File: config.mk
export PLATFORM = sky130hd
export DESIGN_NAME = spi_master_shifter
export DESIGN_NICKNAME = d
export VERILOG_FILES = /design/src/rtl/spi_shift_pkg.sv /design/src/rtl/spi_rate_gen.sv /design/src/rtl/spi_bit_engine.sv /design/src/rtl/spi_status.sv /design/src/rtl/spi_master_shifter.sv
export SDC_FILE = /design/constraint.sdc
export NUM_CORES = 1
export LEC_CHECK = 0
export BUFFER_PORTS_ARGS = -buffer_cell sky130_fd_sc_hd__buf_2
export CAP_MARGIN = 20
export CORE_MARGIN = 2
export CORE_UTILIZATION = 45
export DETAILED_ROUTE_END_ITERATION = 6
export GPL_TIMING_DRIVEN = 0
export PLACE_DENSITY = 0.69
export SYNTH_ARGS = -nofsm -noshare
export SYNTH_HDL_FRONTEND = slang
export SYNTH_SLANG_ARGS = --single-unit
File: constraint.sdc
create_clock -name clk_i -period 2.5 [get_ports clk_i]
set_input_delay 0.375 -clock clk_i [delete_from_list [all_inputs] [get_ports clk_i]]
set_output_delay 0.375 -clock clk_i [all_outputs]
set_load 0.1 [all_outputs]
File: src/rtl/spi_shift_pkg.sv
package spi_shift_pkg;
  typedef enum logic [1:0] {
    RATE_DIV_FAST = 2'd0,
    RATE_DIV_MID  = 2'd1,
    RATE_DIV_SLOW = 2'd2,
    RATE_TIMER    = 2'd3
  } rate_e;
endpackage

File: src/rtl/spi_rate_gen.sv
module spi_rate_gen
  import spi_shift_pkg::*;
#(
  parameter int DIV_FAST = 4,
  parameter int DIV_MID  = 16,
  parameter int DIV_SLOW = 64
) (
  input  logic       clk_i,
  input  logic       rst_ni,
  input  logic       run_i,
  input  logic [1:0] rate_i,
  input  logic       tmr_tick_i,
  output logic       half_tick_o
);
  localparam int HALF_FAST = DIV_FAST / 2;
  localparam int HALF_MID  = DIV_MID / 2;
  localparam int HALF_SLOW = DIV_SLOW / 2;
  localparam int CNT_W     = (HALF_SLOW > 1) ? $clog2(HALF_SLOW) : 1;

  logic [CNT_W-1:0] cnt_q, lim_m1;
  logic             timer_mode;

  assign timer_mode = (rate_e'(rate_i) == RATE_TIMER);

  always_comb begin
    unique case (rate_e'(rate_i))
      RATE_DIV_FAST: lim_m1 = CNT_W'(HALF_FAST - 1);
      RATE_DIV_MID:  lim_m1 = CNT_W'(HALF_MID - 1);
      default:       lim_m1 = CNT_W'(HALF_SLOW - 1);
    endcase
  end

  always_ff @(posedge clk_i or negedge rst_ni) begin
    if (!rst_ni)                      cnt_q <= '0;
    else if (!run_i || timer_mode)    cnt_q <= '0;
    else if (cnt_q == lim_m1)         cnt_q <= '0;
    else                              cnt_q <= cnt_q + 1'b1;
  end

  assign half_tick_o = run_i && (timer_mode ? tmr_tick_i : (cnt_q == lim_m1));

  // a divided-clock half period is never shorter than two clocks
  p_tick_gap_r6: assert property (@(posedge clk_i) disable iff (!rst_ni)
    (half_tick_o && !timer_mode && HALF_FAST > 1) |=> !half_tick_o);
endmodule

File: src/rtl/spi_bit_engine.sv
module spi_bit_engine #(
  parameter int DATA_W = 8
) (
  input  logic              clk_i,
  input  logic              rst_ni,
  input  logic              start_i,
  input  logic [DATA_W-1:0] wdata_i,
  input  logic              half_tick_i,
  input  logic              pol_i,
  input  logic              cke_i,
  input  logic              smp_i,
  input  logic              sdi_i,
  output logic              busy_o,
  output logic              sck_o,
  output logic              msb_o,
  output logic              done_o,
  output logic [DATA_W-1:0] rx_o
);
  localparam int BIT_W = (DATA_W > 1) ? $clog2(DATA_W) : 1;
  localparam logic [BIT_W-1:0] LAST_BIT = BIT_W'(DATA_W - 1);

  logic              busy_q, ph_q, mid_q, in_bit;
  logic [BIT_W-1:0]  bit_q;
  logic [DATA_W-1:0] sr_q;

  // ph_q: 0 = first half of bit, 1 = second half
  assign in_bit = smp_i ? sdi_i : mid_q;
  assign rx_o   = {sr_q[DATA_W-2:0], in_bit};
  assign done_o = busy_q && half_tick_i && ph_q && (bit_q == LAST_BIT);

  always_ff @(posedge clk_i or negedge rst_ni) begin
    if (!rst_ni) begin
      busy_q <= 1'b0;
      ph_q   <= 1'b0;
      mid_q  <= 1'b0;
      bit_q  <= '0;
      sr_q   <= '0;
    end else if (!busy_q) begin
      if (start_i) begin
        busy_q <= 1'b1;
        ph_q   <= 1'b0;
        bit_q  <= '0;
        sr_q   <= wdata_i;
      end
    end else if (half_tick_i) begin
      ph_q <= ~ph_q;
      if (!ph_q) begin
        mid_q <= sdi_i;
      end else begin
        sr_q  <= rx_o;
        bit_q <= bit_q + 1'b1;
        if (bit_q == LAST_BIT) busy_q <= 1'b0;
      end
    end
  end

  assign busy_o = busy_q;
  assign msb_o  = sr_q[DATA_W-1];
  assign sck_o  = busy_q ? (pol_i ^ ph_q ^ ~cke_i) : pol_i;

  // a transfer never runs past its last bit
  p_bit_range_r1: assert property (@(posedge clk_i) disable iff (!rst_ni)
    done_o |=> !busy_o);
endmodule

File: src/rtl/spi_status.sv
module spi_status #(
  parameter int DATA_W = 8
) (
  input  logic              clk_i,
  input  logic              rst_ni,
  input  logic              load_i,
  input  logic [DATA_W-1:0] rx_i,
  input  logic              rd_ack_i,
  input  logic              collide_i,
  input  logic              flag_clr_i,
  output logic [DATA_W-1:0] rdata_o,
  output logic              irq_o,
  output logic              buf_full_o,
  output logic              wcol_o
);
  always_ff @(posedge clk_i or negedge rst_ni) begin
    if (!rst_ni) begin
      rdata_o    <= '0;
      irq_o      <= 1'b0;
      buf_full_o <= 1'b0;
      wcol_o     <= 1'b0;
    end else begin
      if (load_i) rdata_o <= rx_i;
      // set has priority over clear
      if (load_i)          irq_o <= 1'b1;
      else if (flag_clr_i) irq_o <= 1'b0;
      if (load_i)          buf_full_o <= 1'b1;
      else if (rd_ack_i)   buf_full_o <= 1'b0;
      if (collide_i)       wcol_o <= 1'b1;
      else if (flag_clr_i) wcol_o <= 1'b0;
    end
  end

  p_irq_sticky_r9: assert property (@(posedge clk_i) disable iff (!rst_ni)
    (irq_o && !flag_clr_i) |=> irq_o);
  p_full_load_r11: assert property (@(posedge clk_i) disable iff (!rst_ni)
    load_i |=> buf_full_o);
endmodule

File: src/rtl/spi_master_shifter.sv
module spi_master_shifter
  import spi_shift_pkg::*;
#(
  parameter int DATA_W   = 8,
  parameter int DIV_FAST = 4,
  parameter int DIV_MID  = 16,
  parameter int DIV_SLOW = 64
) (
  input  logic              clk_i,
  input  logic              rst_ni,
  input  logic              wr_i,
  input  logic [DATA_W-1:0] wdata_i,
  input  logic              rd_ack_i,
  output logic [DATA_W-1:0] rdata_o,
  input  logic              cfg_pol_i,
  input  logic              cfg_cke_i,
  input  logic              cfg_smp_i,
  input  logic [1:0]        cfg_rate_i,
  input  logic              cfg_rx_only_i,
  input  logic              tmr_tick_i,
  input  logic              flag_clr_i,
  input  logic              sdi_i,
  output logic              sck_o,
  output logic              sdo_o,
  output logic              sdo_oe_o,
  output logic              busy_o,
  output logic              irq_o,
  output logic              buf_full_o,
  output logic              wcol_o
);
  logic              half_tick, done, msb, start, collide;
  logic [DATA_W-1:0] rx_byte;

  assign start   = wr_i && !busy_o;
  assign collide = wr_i && busy_o;

  spi_rate_gen #(
    .DIV_FAST(DIV_FAST), .DIV_MID(DIV_MID), .DIV_SLOW(DIV_SLOW)
  ) u_rate (
    .clk_i      (clk_i),
    .rst_ni     (rst_ni),
    .run_i      (busy_o),
    .rate_i     (cfg_rate_i),
    .tmr_tick_i (tmr_tick_i),
    .half_tick_o(half_tick)
  );

  spi_bit_engine #(.DATA_W(DATA_W)) u_engine (
    .clk_i      (clk_i),
    .rst_ni     (rst_ni),
    .start_i    (start),
    .wdata_i    (wdata_i),
    .half_tick_i(half_tick),
    .pol_i      (cfg_pol_i),
    .cke_i      (cfg_cke_i),
    .smp_i      (cfg_smp_i),
    .sdi_i      (sdi_i),
    .busy_o     (busy_o),
    .sck_o      (sck_o),
    .msb_o      (msb),
    .done_o     (done),
    .rx_o       (rx_byte)
  );

  spi_status #(.DATA_W(DATA_W)) u_status (
    .clk_i      (clk_i),
    .rst_ni     (rst_ni),
    .load_i     (done),
    .rx_i       (rx_byte),
    .rd_ack_i   (rd_ack_i),
    .collide_i  (collide),
    .flag_clr_i (flag_clr_i),
    .rdata_o    (rdata_o),
    .irq_o      (irq_o),
    .buf_full_o (buf_full_o),
    .wcol_o     (wcol_o)
  );

  assign sdo_oe_o = !cfg_rx_only_i;
  assign sdo_o    = sdo_oe_o && msb;

  p_start_r1: assert property (@(posedge clk_i) disable iff (!rst_ni)
    (wr_i && !busy_o) |=> busy_o);
  p_sck_idle_r3: assert property (@(posedge clk_i) disable iff (!rst_ni)
    !busy_o |-> (sck_o == cfg_pol_i));
  p_done_flags_r7: assert property (@(posedge clk_i) disable iff (!rst_ni)
    (busy_o && half_tick && done) |=> (irq_o && buf_full_o && !busy_o));
  p_rx_only_r8: assert property (@(posedge clk_i) disable iff (!rst_ni)
    cfg_rx_only_i |-> (!sdo_o && !sdo_oe_o));
  p_wcol_r10: assert property (@(posedge clk_i) disable iff (!rst_ni)
    (wr_i && busy_o) |=> wcol_o);
endmodule

==> Yosys cells after proc, flatten, opt, wreduce, memory -nomap -nowiden <==
Cells that the tools add are included.
{ "classes": {"bitwise": 4, "eq_ne": 6, "n_reduce_logical": 18, "n_lt_le_gt_ge": 0, "mul": 0, "muxes": 27, "shift": 0, "div_mod_pow": 0, "addsub": 2} }
{ "op_table": {"columns": ["op", "count"], "rows": [
  ["two-way mux 8 bit", 4],
  ["two-way mux 1 bit", 16],
  ["two-way mux 3 bit", 4],
  ["two-way mux 5 bit", 2],
  ["case mux 5 bit (2 select lines)", 1],
  ["nonzero test 2 bit", 4],
  ["logical AND 1 bit", 7],
  ["AND reduction 3 bit", 2],
  ["adder 5 x 1 -> 5 bit, second input constant", 1],
  ["== test 5 bit", 1],
  ["adder 3 x 1 -> 3 bit, second input constant", 1],
  ["== test 3 bit, second input constant", 1],
  ["== test 2 x 1 -> 1 bit, second input constant", 1],
  ["== test 2 bit, second input constant", 1],
  ["zero test 1 bit", 2],
  ["zero test 2 bit", 1],
  ["!= test 2 x 1 -> 1 bit, second input constant", 1],
  ["!= test 2 bit, second input constant", 1],
  ["NOT 1 bit", 2],
  ["AND reduction 2 bit", 1],
  ["bitwise XOR 1 bit", 2],
  ["logical OR 1 bit", 1]
]} }
{ "word_totals": {"register_bits": 30, "memories": 0, "elab_cells": 67, "latchBits": 0, "ramBits": 0, "romBits": 0, "input_bits": 21} }

==> Depth between registers and ports, before layout <==
Gate-level depths: netlist of the first run.
{ "depth": {"ltp_word": 9, "ltp_mapped": 7, "mapped_depth_nobuf": 5} }

==> Hierarchy <==
A second synthesis of the first run with hierarchy kept.
{ "unflattened": {"hier_cells": 122, "hier_area_um2": 1475.2} }
{ "by_module_without_submodules": {"columns": ["module", "area_per_inst_um2", "cells_per_inst", "n_inst"], "rows": [
  ["spi_bit_engine", 735.7, 66, 1],
  ["spi_status", 439.2, 25, 1],
  ["spi_rate_gen", 274.0, 27, 1],
  ["spi_master_shifter", 26.3, 4, 1]
]} }

==> Worst setup path after synthesis of the first run <==
Ideal clock, no wire load.
{ "synth_path": {"kind": "flip-flop to output port", "from": "reg u_engine.busy_q (netlist: u_engine.busy_o)", "to": "out sck_o", "path_stages_with_launch": 4, "slack_ns": -0.724, "path_buffers": 1, "t_required_ns": 2.125, "t_arrival_ns": 2.849, "cell_sequence": "dfrtp_1 -> buf_4 -> nand2_1 -> xnor2_1"} }
{ "synth_via": {"elab_chain_cells": 1} }
{ "synth_rtl": {"columns": ["element", "line_no", "text"], "rows": [
  ["from (decl)", "spi_bit_engine.sv:22", "logic busy_q, ph_q, mid_q, in_bit;"],
  ["from (signal assigned)", "spi_bit_engine.sv:33", "busy_q <= 1'b0;"],
  ["from (signal assigned)", "spi_bit_engine.sv:40", "busy_q <= 1'b1;"],
  ["from (signal assigned)", "spi_bit_engine.sv:52", "if (bit_q == LAST_BIT) busy_q <= 1'b0;"],
  ["two-way mux 1 bit", "spi_bit_engine.sv:59", "assign sck_o = busy_q ? (pol_i ^ ph_q ^ ~cke_i) : pol_i;"],
  ["to (decl)", "spi_master_shifter.sv:23", "output logic sck_o,"]
]} }
Every way passes these cells.

==> Worst setup path after layout of the first run <==
{ "layout_path": {"from": "reg u_engine.ph_q", "to": "out sck_o"} }
{ "layout_via": {"elab_chain_cells": 3} }
{ "layout_rtl": {"columns": ["element", "line_no", "text"], "rows": [
  ["from (decl)", "spi_bit_engine.sv:22", null],
  ["from (signal assigned)", "spi_bit_engine.sv:46", "ph_q <= ~ph_q;"],
  ["bitwise XOR 1 bit (2 in series)", "spi_bit_engine.sv:59", null],
  ["two-way mux 1 bit", "spi_bit_engine.sv:59", null]
]} }
Every way passes these cells.

==> metrics.csv, run 1 <==
metric,value,unit
Wirelength per Cell,13.29,µm
GP Congestion,0.7857,
switching pwr,0.0008192,W
CP peak stage delay,0.43,ns
# hold bufs at CTS,0,
Area Growth Syn to Fin,21.39,%
GRT Resource Usage Total,17.58,%
mux cell area share after synthesis,10.18,%
relative slew slack,55.85,%
"most common cell after layout, fill and taps aside",buf_2,
share of flip-flops with an asynchronous set or reset,100.0,%
Power Internal,0.001018,W
setup ws final,0.3950,ns
initial antenna violation count,0,
diode count,0,
Pleak,0.8802,nW
post-synthesis adder-cell area fraction,2.566,%
max_cap viols,0,
Sink Count,30,
ANT nets after route,0,
Final min period,2.105,ns
initial detailed-routing violation count,28,
post-cts resize count,0,
placed insts,209,
1st-pass router iterations,4,
Post-Layout Cell Count,217,
Worst Reg-to-Reg Cells,6,
"critical path fanouts, max",7,
# DRC,0,
WHS,0.05351,ns
final hold vios,0,
Die X,61.01,µm
setup TNS,0,ns
share of cells above drive strength 1,37.57,%
Row Count,20,
Final setup violation count,0,
vias per cell,5.198,
largest family of logic cells by synthesized area,compound AO/OA/AOI/OAI gates,
RSZ-0062 raised after global routing,no,
switch share,44.58,%
"Seq/Total Area, Yosys",51.33,%
Max Clk Rate,0.4751,GHz
# IOs,36,
Post-synth EDFFs,0,
"Setup Fix Bufs, Post-CTS",0,
vias in the first global route,1021,
part of the power in registers,39.9,%
CTS tree,yes,
CP required,2.12,ns
worst-margin pin slew,0.6623,ns
first-pass GRT wire length,4685,µm
final slew viol count,0,
root buffer cell,clkbuf_4,
core area,3078,µm²
XOR/XNOR Fraction of Synth Area,3.593,%
combinational share of power,43.6,%
CP endpoint kind,output port,
Yosys reg bits,30,
dpl ws,0.4937,ns
Clock power frac,16.6,%
compound-gate portion of the synthesized area,16.68,%
via count,1128,
"CTS clk-pin slew, worst paths",0.10,ns
worst setup path class,flop to output port,
remaining global-route overflow,0,
CTS buffer count,5,
Total Routed Length,2884,µm
critical-path cell list,buf_4 -> xnor2_1 -> nand2_1 -> xnor2_4 -> buf_2,
Crit-path slowest cell,buf_2,
startpoint type of the worst setup path,flop,
Post-DP HPWL,2065,µm
Syn. warnings,0,
critical path arrival,1.73,ns
die height,61.01,µm
initial core utilization,47.52,%
clk_lat worst skew,0.34,ns
"commonest cells after routing, fill and taps aside","buf_2, dfrtp_1, nor2_1, nand2_1, o22ai_1",
Final period util,84.20,%
peak supply drop,0.4721,mV
syn_area_per_cell,11.25,µm²
Max clock buf depth,2,
simple-gate portion of the synthesized area,10.95,%
PwrDens,1035,nW/µm²
synthesized area,1463,µm²
Synth cell types,34,
IO buf count,35,
Hold Crit Class,input port to asynchronous set/reset pin,
largest net degree at the start of global routing,31,
Final Net Count,196,
syn_nets,154,
area of the die,3722,µm²
Post-Syn Instances,130,
skew final,0.01262,ns
Post-synth top flop,dfrtp_1,
H-tree lvl count,2,
run status,"complete, no violations",
==> critical path: cells and delay by family (launching register included) <==
family                 cells  cell delay, ns
flip-flops                 1            0.37
buffers and inverters      2            0.59
XOR/XNOR                   2            0.29
AND/OR/NAND/NOR            1            0.14
==> Yosys cell counts, types with 2 or more instances <==
cell type	instances	area share, %
dfrtp_1	30	51
inv_1	7	1.8
o22ai_1	9	3.8
o211ai_1	3	1.5
buf_4	2	1.0
xor2_1	2	1.2
clkbuf_1	3	0.77
a21oi_1	2	0.68
a211oi_1	7	3.6
mux2_2	3	2.3
mux2_4	7	7.2
nand2_1	11	2.8
o21ai_0	3	1.0
xnor2_1	4	2.4
ha_1	3	2.6
nor2_1	13	3.3
a21boi_0	2	1.0
nand3_1	3	1.0
==> sequential cells by signal (all words and copies together), names as in the netlist <==
| register | count |
|---|---|
| u_engine.mid_q | 1 |
| u_rate.cnt_q | 5 |
| u_engine.busy_o | 1 |
| u_status.irq_o | 1 |
| u_status.wcol_o | 1 |
| u_status.rdata_o | 8 |
| u_status.buf_full_o | 1 |
| u_engine.sr_q | 8 |
| u_engine.ph_q | 1 |
| u_engine.bit_q | 3 |
==> path summary, 6_finish.rpt <==
kind                                      start             endpoint  slack (ns)
worst max-delay path              u_engine.ph_q                sck_o        0.40
worst min-delay path                     rst_ni      u_rate.cnt_q[0]        0.05
worst max register to register  u_rate.cnt_q[3]  u_status.rdata_o[2]        0.61
worst min register to register  u_rate.cnt_q[0]      u_rate.cnt_q[0]        0.51
max in group asynchronous                rst_ni      u_rate.cnt_q[1]        2.01
min in group clk_i                   flag_clr_i      u_status.wcol_o        0.21
==> logic make-up after synthesis <==
group                    after synthesis
adder cells (fa/ha/maj)                3
AO/OA/AOI/OAI                         33
buffers and inverters                 14
multiplexers                          11
AND/OR/NAND/NOR                       33
XOR/XNOR                               6
flip-flops                            30
==> power groups by stage <==
stage,registers [W],clock network (W),logic (W)
6_report,0.000732,0.000305,0.000801
3_3_place_gp,0.000731,0,0.000788
5_1_grt,0.000749,0.000338,0.000868
2_1_floorplan,0.000929,0,0.000463
3_5_place_dp,0.000740,0,0.000802
4_1_cts,0.000732,0.000317,0.000808
==> cell type report <==
type	count	area, µm²
Buffer	7	42.54
Fill cell	279	1303
Inverter	7	26.28
Clock inverter	2	12.51
Multi-Input combinational cell	86	661.9
Sequential cell	30	750.7
Clock buffer	6	51.30
Tap cell	44	55.05
Timing Repair Buffer	35	175.2
==> layer usage <==
metal	track usage [%]	share of wire (%)	vias up
li1	-	-	550
met3	6.513	5.8	9
met1	22.60	46	533
met2	26.88	46	36
met5	0	0	-
met4	7.453	1.8	0
==> per-stage QoR <==
step / util (%) / instance area [µm²] / power [W]
2_1_floorplan: - / 1481 / 0.001392
3_3_place_gp: 55.61 / 1712 / 0.001519
3_5_place_dp: 55.61 / 1712 / 0.001543
4_1_cts: 57.68 / 1775 / 0.001857
5_1_grt: 57.68 / 1775 / 0.001955
6_report: 57.68 / 1775 / 0.001838
No activity file was read; power rests on OpenSTA's default activity.
==> inputs of run 2 (changes only) <==
--- a/config.mk
+++ b/config.mk
@@ -11,7 +11,7 @@
 export CORE_UTILIZATION = 45
 export DETAILED_ROUTE_END_ITERATION = 6
 export GPL_TIMING_DRIVEN = 0
-export PLACE_DENSITY = 0.69
+export PLACE_DENSITY = 0.72
 export SYNTH_ARGS = -nofsm -noshare
 export SYNTH_HDL_FRONTEND = slang
 export SYNTH_SLANG_ARGS = --single-unit
==> constraint.sdc (replaced) <==
create_clock -name clk_i -period 1.9 [get_ports clk_i]
set_input_delay 0.285 -clock clk_i [delete_from_list [all_inputs] [get_ports clk_i]]
set_output_delay 0.285 -clock clk_i [all_outputs]
set_load 0.1 [all_outputs]
==> metrics.csv, run 2 (same netlist as run 1, synthesis figures left out) <==
metric,value,unit,change
run status,"complete, no violations",,unchanged
relative slew slack,56.31,%,was 55.85%
PwrDens,1369,nW/µm²,was 1035 nW/µm²
setup ws final,0.04881,ns,was 0.3950 ns
startpoint type of the worst setup path,flop,,unchanged
CP endpoint kind,flop,,was output port
via count,1153,,was 1128
Fill cells,260,,was 279
Final Net Count,202,,was 196
H-tree lvl count,2,,unchanged
combinational share of power,44.2,%,was 43.6%
Crit-path slowest cell,dfrtp_1,,was buf_2
Max clock buf depth,2,,unchanged
Die X,61.01,µm,unchanged
initial antenna violation count,0,,unchanged
largest net degree at the start of global routing,31,,unchanged
skew final,0.01313,ns,was 0.01262 ns
part of the power in registers,37.6,%,was 39.9%
Wirelength per Cell,13.69,µm,was 13.29 µm
worst setup path class,flop to flop,,was flop to output port
Post-DP HPWL,2148,µm,was 2065 µm
critical-path cell list,or3_4 -> o22ai_4 -> a31o_4 -> nand4_4 -> buf_6 -> mux2_4,,was buf_4 -> xnor2_1 -> nand2_1 -> xnor2_4 -> buf_2
vias per cell,5.170,,was 5.198
worst-margin pin slew,0.6553,ns,was 0.6623 ns
core area,3078,µm²,unchanged
"most common cell after layout, fill and taps aside",buf_2,,unchanged
dpl ws,-0.03116,ns,was 0.4937 ns
clk_lat worst skew,0.33,ns,was 0.34 ns
Clock power frac,18.2,%,was 16.6%
final slew viol count,0,,unchanged
Sink Count,30,,unchanged
# DRC,0,,unchanged
Max Clk Rate,0.5402,GHz,
ANT nets after route,0,,unchanged
CP required,2.11,ns,was 2.12 ns
switching pwr,0.001087,W,was 0.0008192 W
remaining global-route overflow,0,,unchanged
Power Internal,0.001467,W,was 0.001018 W
"CTS clk-pin slew, worst paths",0.10,ns,about the same
vias in the first global route,1152,,was 1021
Hold Crit Class,input port to flop,,was input port to asynchronous set/reset pin
Area Growth Syn to Fin,27.54,%,was 21.39%
peak supply drop,0.5040,mV,was 0.4721 mV
Final min period,1.851,ns,
first-pass GRT wire length,5002,µm,was 4685 µm
critical path arrival,2.06,ns,was 1.73 ns
root buffer cell,clkbuf_4,,unchanged
final hold vios,0,,unchanged
Crit path buffers/inverters,1,,was 2
Total Routed Length,3052,µm,was 2884 µm
# IOs,36,,unchanged
die height,61.01,µm,unchanged
1st-pass router iterations,4,,unchanged
Final period util,97.43,%,
RSZ-0062 raised after global routing,no,,unchanged
max_cap viols,0,,unchanged
Row Count,20,,unchanged
Pleak,0.9295,nW,was 0.8802 nW
Final setup violation count,0,,unchanged
area of the die,3722,µm²,unchanged
CP peak stage delay,0.41,ns,was 0.43 ns
IO buf count,35,,unchanged
CTS buffer count,5,,unchanged
Top Registers,"u_engine.sr_q (8), u_status.rdata_o (8), u_rate.cnt_q (5)",,unchanged
initial detailed-routing violation count,51,,was 28
Worst path top cell family by delay,simple AND/OR/NAND/NOR gates,,was buffers and inverters
CTS tree,yes,,unchanged
"commonest cells after routing, fill and taps aside","buf_2, dfrtp_1, nor2_1, nand2_1, o22ai_1",,unchanged
setup TNS,0,ns,unchanged
diode count,0,,unchanged
initial core utilization,47.52,%,unchanged
GP Congestion,0.7715,,was 0.7857
share of cells above drive strength 1,41.34,%,was 37.57%
"critical path fanouts, max",10,,was 7
switch share,42.55,%,was 44.58%
GRT Resource Usage Total,18.73,%,was 17.58%
## run 2: per-layer routing
metal  global-route usage, %  wire length [µm]
met1                   22.70              1407
met2                   31.18              1437
met3                   5.252               150
met4                   8.385                56
met5                       0                 0
## run 2: timing repair
action                                  CTS  global route
cloned                                    0             0
setup buffers                             0             5
hold buffers                              1             0
endpoints found under the setup margin    7            18
endpoints found under the hold margin     7             0
pin swaps                                 1             2
gates resized for setup                   3             5
## run 2: path summary, 6_finish.rpt
| kind | from | end | slack (ns) | cells after the start |
|---|---|---|---|---|
| min in group asynchronous | rst_ni | u_rate.cnt_q[0] | 0.51 | 2 |
| setup reg to reg | u_rate.cnt_q[4] | u_status.rdata_o[4] | 0.05 | 6 |
| setup / recovery | u_rate.cnt_q[4] | u_status.rdata_o[4] | 0.05 | 6 |
| hold reg to reg | u_status.rdata_o[3] | u_status.rdata_o[3] | 0.51 | 1 |
| max in group asynchronous | rst_ni | u_engine.busy_o | 0.91 | 2 |
| hold / removal | flag_clr_i | u_status.wcol_o | 0.13 | 2 |
## run 2: metrics by stage
stage | cell area [µm²] | utilization (%) | instances | total power, W | hold slack (ns)
after floorplan | 1485 | - | 130 | 0.001833 | -0.01059
after global placement | 1715 | 55.73 | 209 | 0.001998 | 0.3468
after detailed placement | 1715 | 55.73 | 209 | 0.002038 | 0.3605
after CTS | 1814 | 58.94 | 218 | 0.002524 | 0.1259
after global routing | 1866 | 60.61 | 223 | 0.002722 | 0.1209
final | 1866 | 60.61 | 223 | 0.002554 | 0.1310
## run 2: area by class of cell
type / instances / area (µm²) / share of cell area [%]
inverters: 7 / 26.28 / 1.408
multi-input cells: 86 / 676.9 / 36.28
plain buffers: 7 / 43.79 / 2.347
well taps: 44 / 55.05 / 2.951
clock buffers: 8 / 78.83 / 4.225
flip-flops and latches: 30 / 752.0 / 40.31
repair buffers: 41 / 232.7 / 12.47
## run 2: power groups by stage
stage | Sequential (W) | Clock (W) | Combinational, W
after floorplan | 0.00122 | 0 | 0.000611
after global placement | 0.000960 | 0 | 0.00104
after detailed placement | 0.000974 | 0 | 0.00106
after CTS | 0.000960 | 0.000477 | 0.00109
after global routing | 0.000987 | 0.000515 | 0.00122
final | 0.000961 | 0.000464 | 0.00113
==> inputs of run 3 (changes only) <==
--- a/config.mk
+++ b/config.mk
@@ -12,6 +12,7 @@
 export DETAILED_ROUTE_END_ITERATION = 6
 export GPL_TIMING_DRIVEN = 0
 export PLACE_DENSITY = 0.72
+export SETUP_SLACK_MARGIN = 0.15
 export SYNTH_ARGS = -nofsm -noshare
 export SYNTH_HDL_FRONTEND = slang
 export SYNTH_SLANG_ARGS = --single-unit
==> metrics.csv, run 3 (same netlist as run 1, synthesis figures left out) <==
metric,value,unit,change
1st-pass router iterations,4,,unchanged
CP peak stage delay,0.39,ns,was 0.41 ns
Pleak,0.9950,nW,was 0.9295 nW
worst flop-to-flop path startpoint,u_rate.cnt_q[3],,was u_rate.cnt_q[4]
largest net degree at the start of global routing,31,,unchanged
vias in the first global route,1112,,was 1152
Worst path top cell family by delay,simple AND/OR/NAND/NOR gates,,unchanged
dpl ws,-0.03079,ns,was -0.03116 ns
Post-DP HPWL,2120,µm,was 2148 µm
"most common cell after layout, fill and taps aside",buf_2,,unchanged
Row Count,20,,unchanged
RSZ-0062 raised after global routing,yes,,was no
RR Endpoint,u_status.rdata_o[2],,was u_status.rdata_o[4]
relative slew slack,56.02,%,was 56.31%
run status,"complete, no violations",,unchanged
Post-Layout Cell Count,226,,was 223
Final period util,94.77,%,was 97.43%
Max clock buf depth,2,,unchanged
setup ws final,0.09946,ns,was 0.04881 ns
Final setup violation count,0,,unchanged
WHS Path Cells,2,,unchanged
CP required,2.13,ns,was 2.11 ns
"critical path fanouts, max",5,,was 10
GP Congestion,0.7620,,was 0.7715
area of the die,3722,µm²,unchanged
Final Net Count,205,,was 202
Crit path buffers/inverters,1,,unchanged
CTS buffer count,5,,unchanged
GRT Resource Usage Total,18.54,%,was 18.73%
critical-path cell list,or3_4 -> o22ai_4 -> a31o_4 -> nand4_4 -> clkbuf_16 -> mux2_4,,was or3_4 -> o22ai_4 -> a31o_4 -> nand4_4 -> buf_6 -> mux2_4
share of cells above drive strength 1,47.80,%,was 41.34%
PwrDens,1447,nW/µm²,was 1369 nW/µm²
Worst Reg-to-Reg Cells,6,,unchanged
remaining global-route overflow,0,,unchanged
critical path arrival,2.03,ns,was 2.06 ns
IO buf count,35,,unchanged
initial core utilization,47.52,%,unchanged
Hold Path Origin,flag_clr_i,,unchanged
# IOs,36,,unchanged
final slew viol count,0,,unchanged
worst-margin pin slew,0.6597,ns,was 0.6553 ns
clk_lat worst skew,0.34,ns,was 0.33 ns
core area,3078,µm²,unchanged
root buffer cell,clkbuf_4,,unchanged
Area Growth Syn to Fin,38.67,%,was 27.54%
Top Registers,"u_engine.sr_q (8), u_status.rdata_o (8), u_rate.cnt_q (5)",,unchanged
diode count,0,,unchanged
skew final,0.01071,ns,was 0.01313 ns
final hold vios,0,,unchanged
placed insts,209,,unchanged
Sink Count,30,,unchanged
first-pass GRT wire length,4905,µm,was 5002 µm
die height,61.01,µm,unchanged
Total Routed Length,3418,µm,was 3052 µm
initial detailed-routing violation count,29,,was 51
Final min period,1.801,ns,was 1.851 ns
worst hold endpoint,u_status.wcol_o,,unchanged
CTS tree,yes,,unchanged
Hold Crit Class,input port to flop,,unchanged
ANT nets after route,0,,unchanged
Crit-path slowest cell,dfrtp_1,,unchanged
"CTS clk-pin slew, worst paths",0.10,ns,about the same
"commonest cells after routing, fill and taps aside","buf_2, dfrtp_1, nor2_1, nand2_1, buf_4",,"was buf_2, dfrtp_1, nor2_1, nand2_1, o22ai_1"
startpoint type of the worst setup path,flop,,unchanged
peak supply drop,0.6537,mV,was 0.5040 mV
max_cap viols,0,,unchanged
# DRC,0,,unchanged
Die X,61.01,µm,unchanged
CP endpoint kind,flop,,unchanged
end-of-flow core utilization,65.89,%,was 60.61%
R2R Setup Slk,0.1,ns,was 0.05 ns
via count,1211,,was 1153
worst setup path class,flop to flop,,unchanged
vias per cell,5.358,,was 5.170
Wirelength per Cell,15.12,µm,was 13.69 µm
Max Clk Rate,0.5554,GHz,was 0.5402 GHz
H-tree lvl count,2,,unchanged
initial antenna violation count,0,,unchanged
-- run 3: timing repair --
item,in CTS,in global routing
gates resized for setup,6,23
buffers inserted,3,4
setup endpoints to repair,16,21
pin swaps,2,7
gates cloned,0,1
endpoints found under the hold margin,12,0
hold buffers,1,0
-- run 3: final cells by class --
type | instances | area, µm²
fillers | 250 | 1050
flip-flops and latches | 30 | 757.0
multi-input cells | 86 | 735.7
repair buffers | 44 | 277.8
plain buffers | 7 | 65.06
clock inverters | 2 | 60.06
well taps | 44 | 55.05
clock buffers | 6 | 51.30
inverters | 7 | 26.28
-- run 3: worst max-delay path by stage --
stage,from,to,slack (ns),depth (start not counted)
floorplan,u_engine.busy_o,sck_o,0.07,3
global placement,cfg_rate_i[1],u_status.rdata_o[4],0.008,7
detailed placement,cfg_rate_i[1],u_status.rdata_o[4],-0.03,7
CTS,u_rate.cnt_q[3],u_status.rdata_o[4],0.08,6
global route,u_rate.cnt_q[3],u_status.rdata_o[2],0.04,6
finish,u_rate.cnt_q[3],u_status.rdata_o[2],0.1,6
-- run 3: worst reg2reg max path: stages, from the launching register on --
cell       delay [ns]
dfrtp_1          0.39
or3_4            0.38
o22ai_4          0.13
a31o_4           0.19
nand4_4          0.12
clkbuf_16        0.20
mux2_4           0.28
-- run 3: report_power, final --
part / internal (W) / leakage (nW) / switching [W]
sequential: 0.000827 / 0.371 / 0.000162
clock: 0.000446 / 0.0585 / 0.000229
combinational: 0.000490 / 0.566 / 0.000781
-- run 3: metrics by stage --
| step | power [W] | setup TNS [ns] | cell area [µm²] | hold slack (ns) |
|---|---|---|---|---|
| after floorplan | 0.001833 | 0 | 1488 | -0.01059 |
| after global placement | 0.002000 | 0 | 1718 | 0.3504 |
| after detailed placement | 0.002037 | -0.1332 | 1718 | 0.3519 |
| after CTS | 0.002773 | 0 | 1878 | 0.1229 |
| after global routing | 0.003082 | 0 | 2028 | 0.1006 |
| final | 0.002935 | 0 | 2028 | 0.1190 |
-- run 3: routing by layer --
metal	global-route usage (%)	vias to the layer above	routed length, µm
li1	-	568	-
met1	22.40	594	1459
met2	29.49	41	1714
met3	5.672	8	166
met4	10.56	0	77
met5	0	-	0
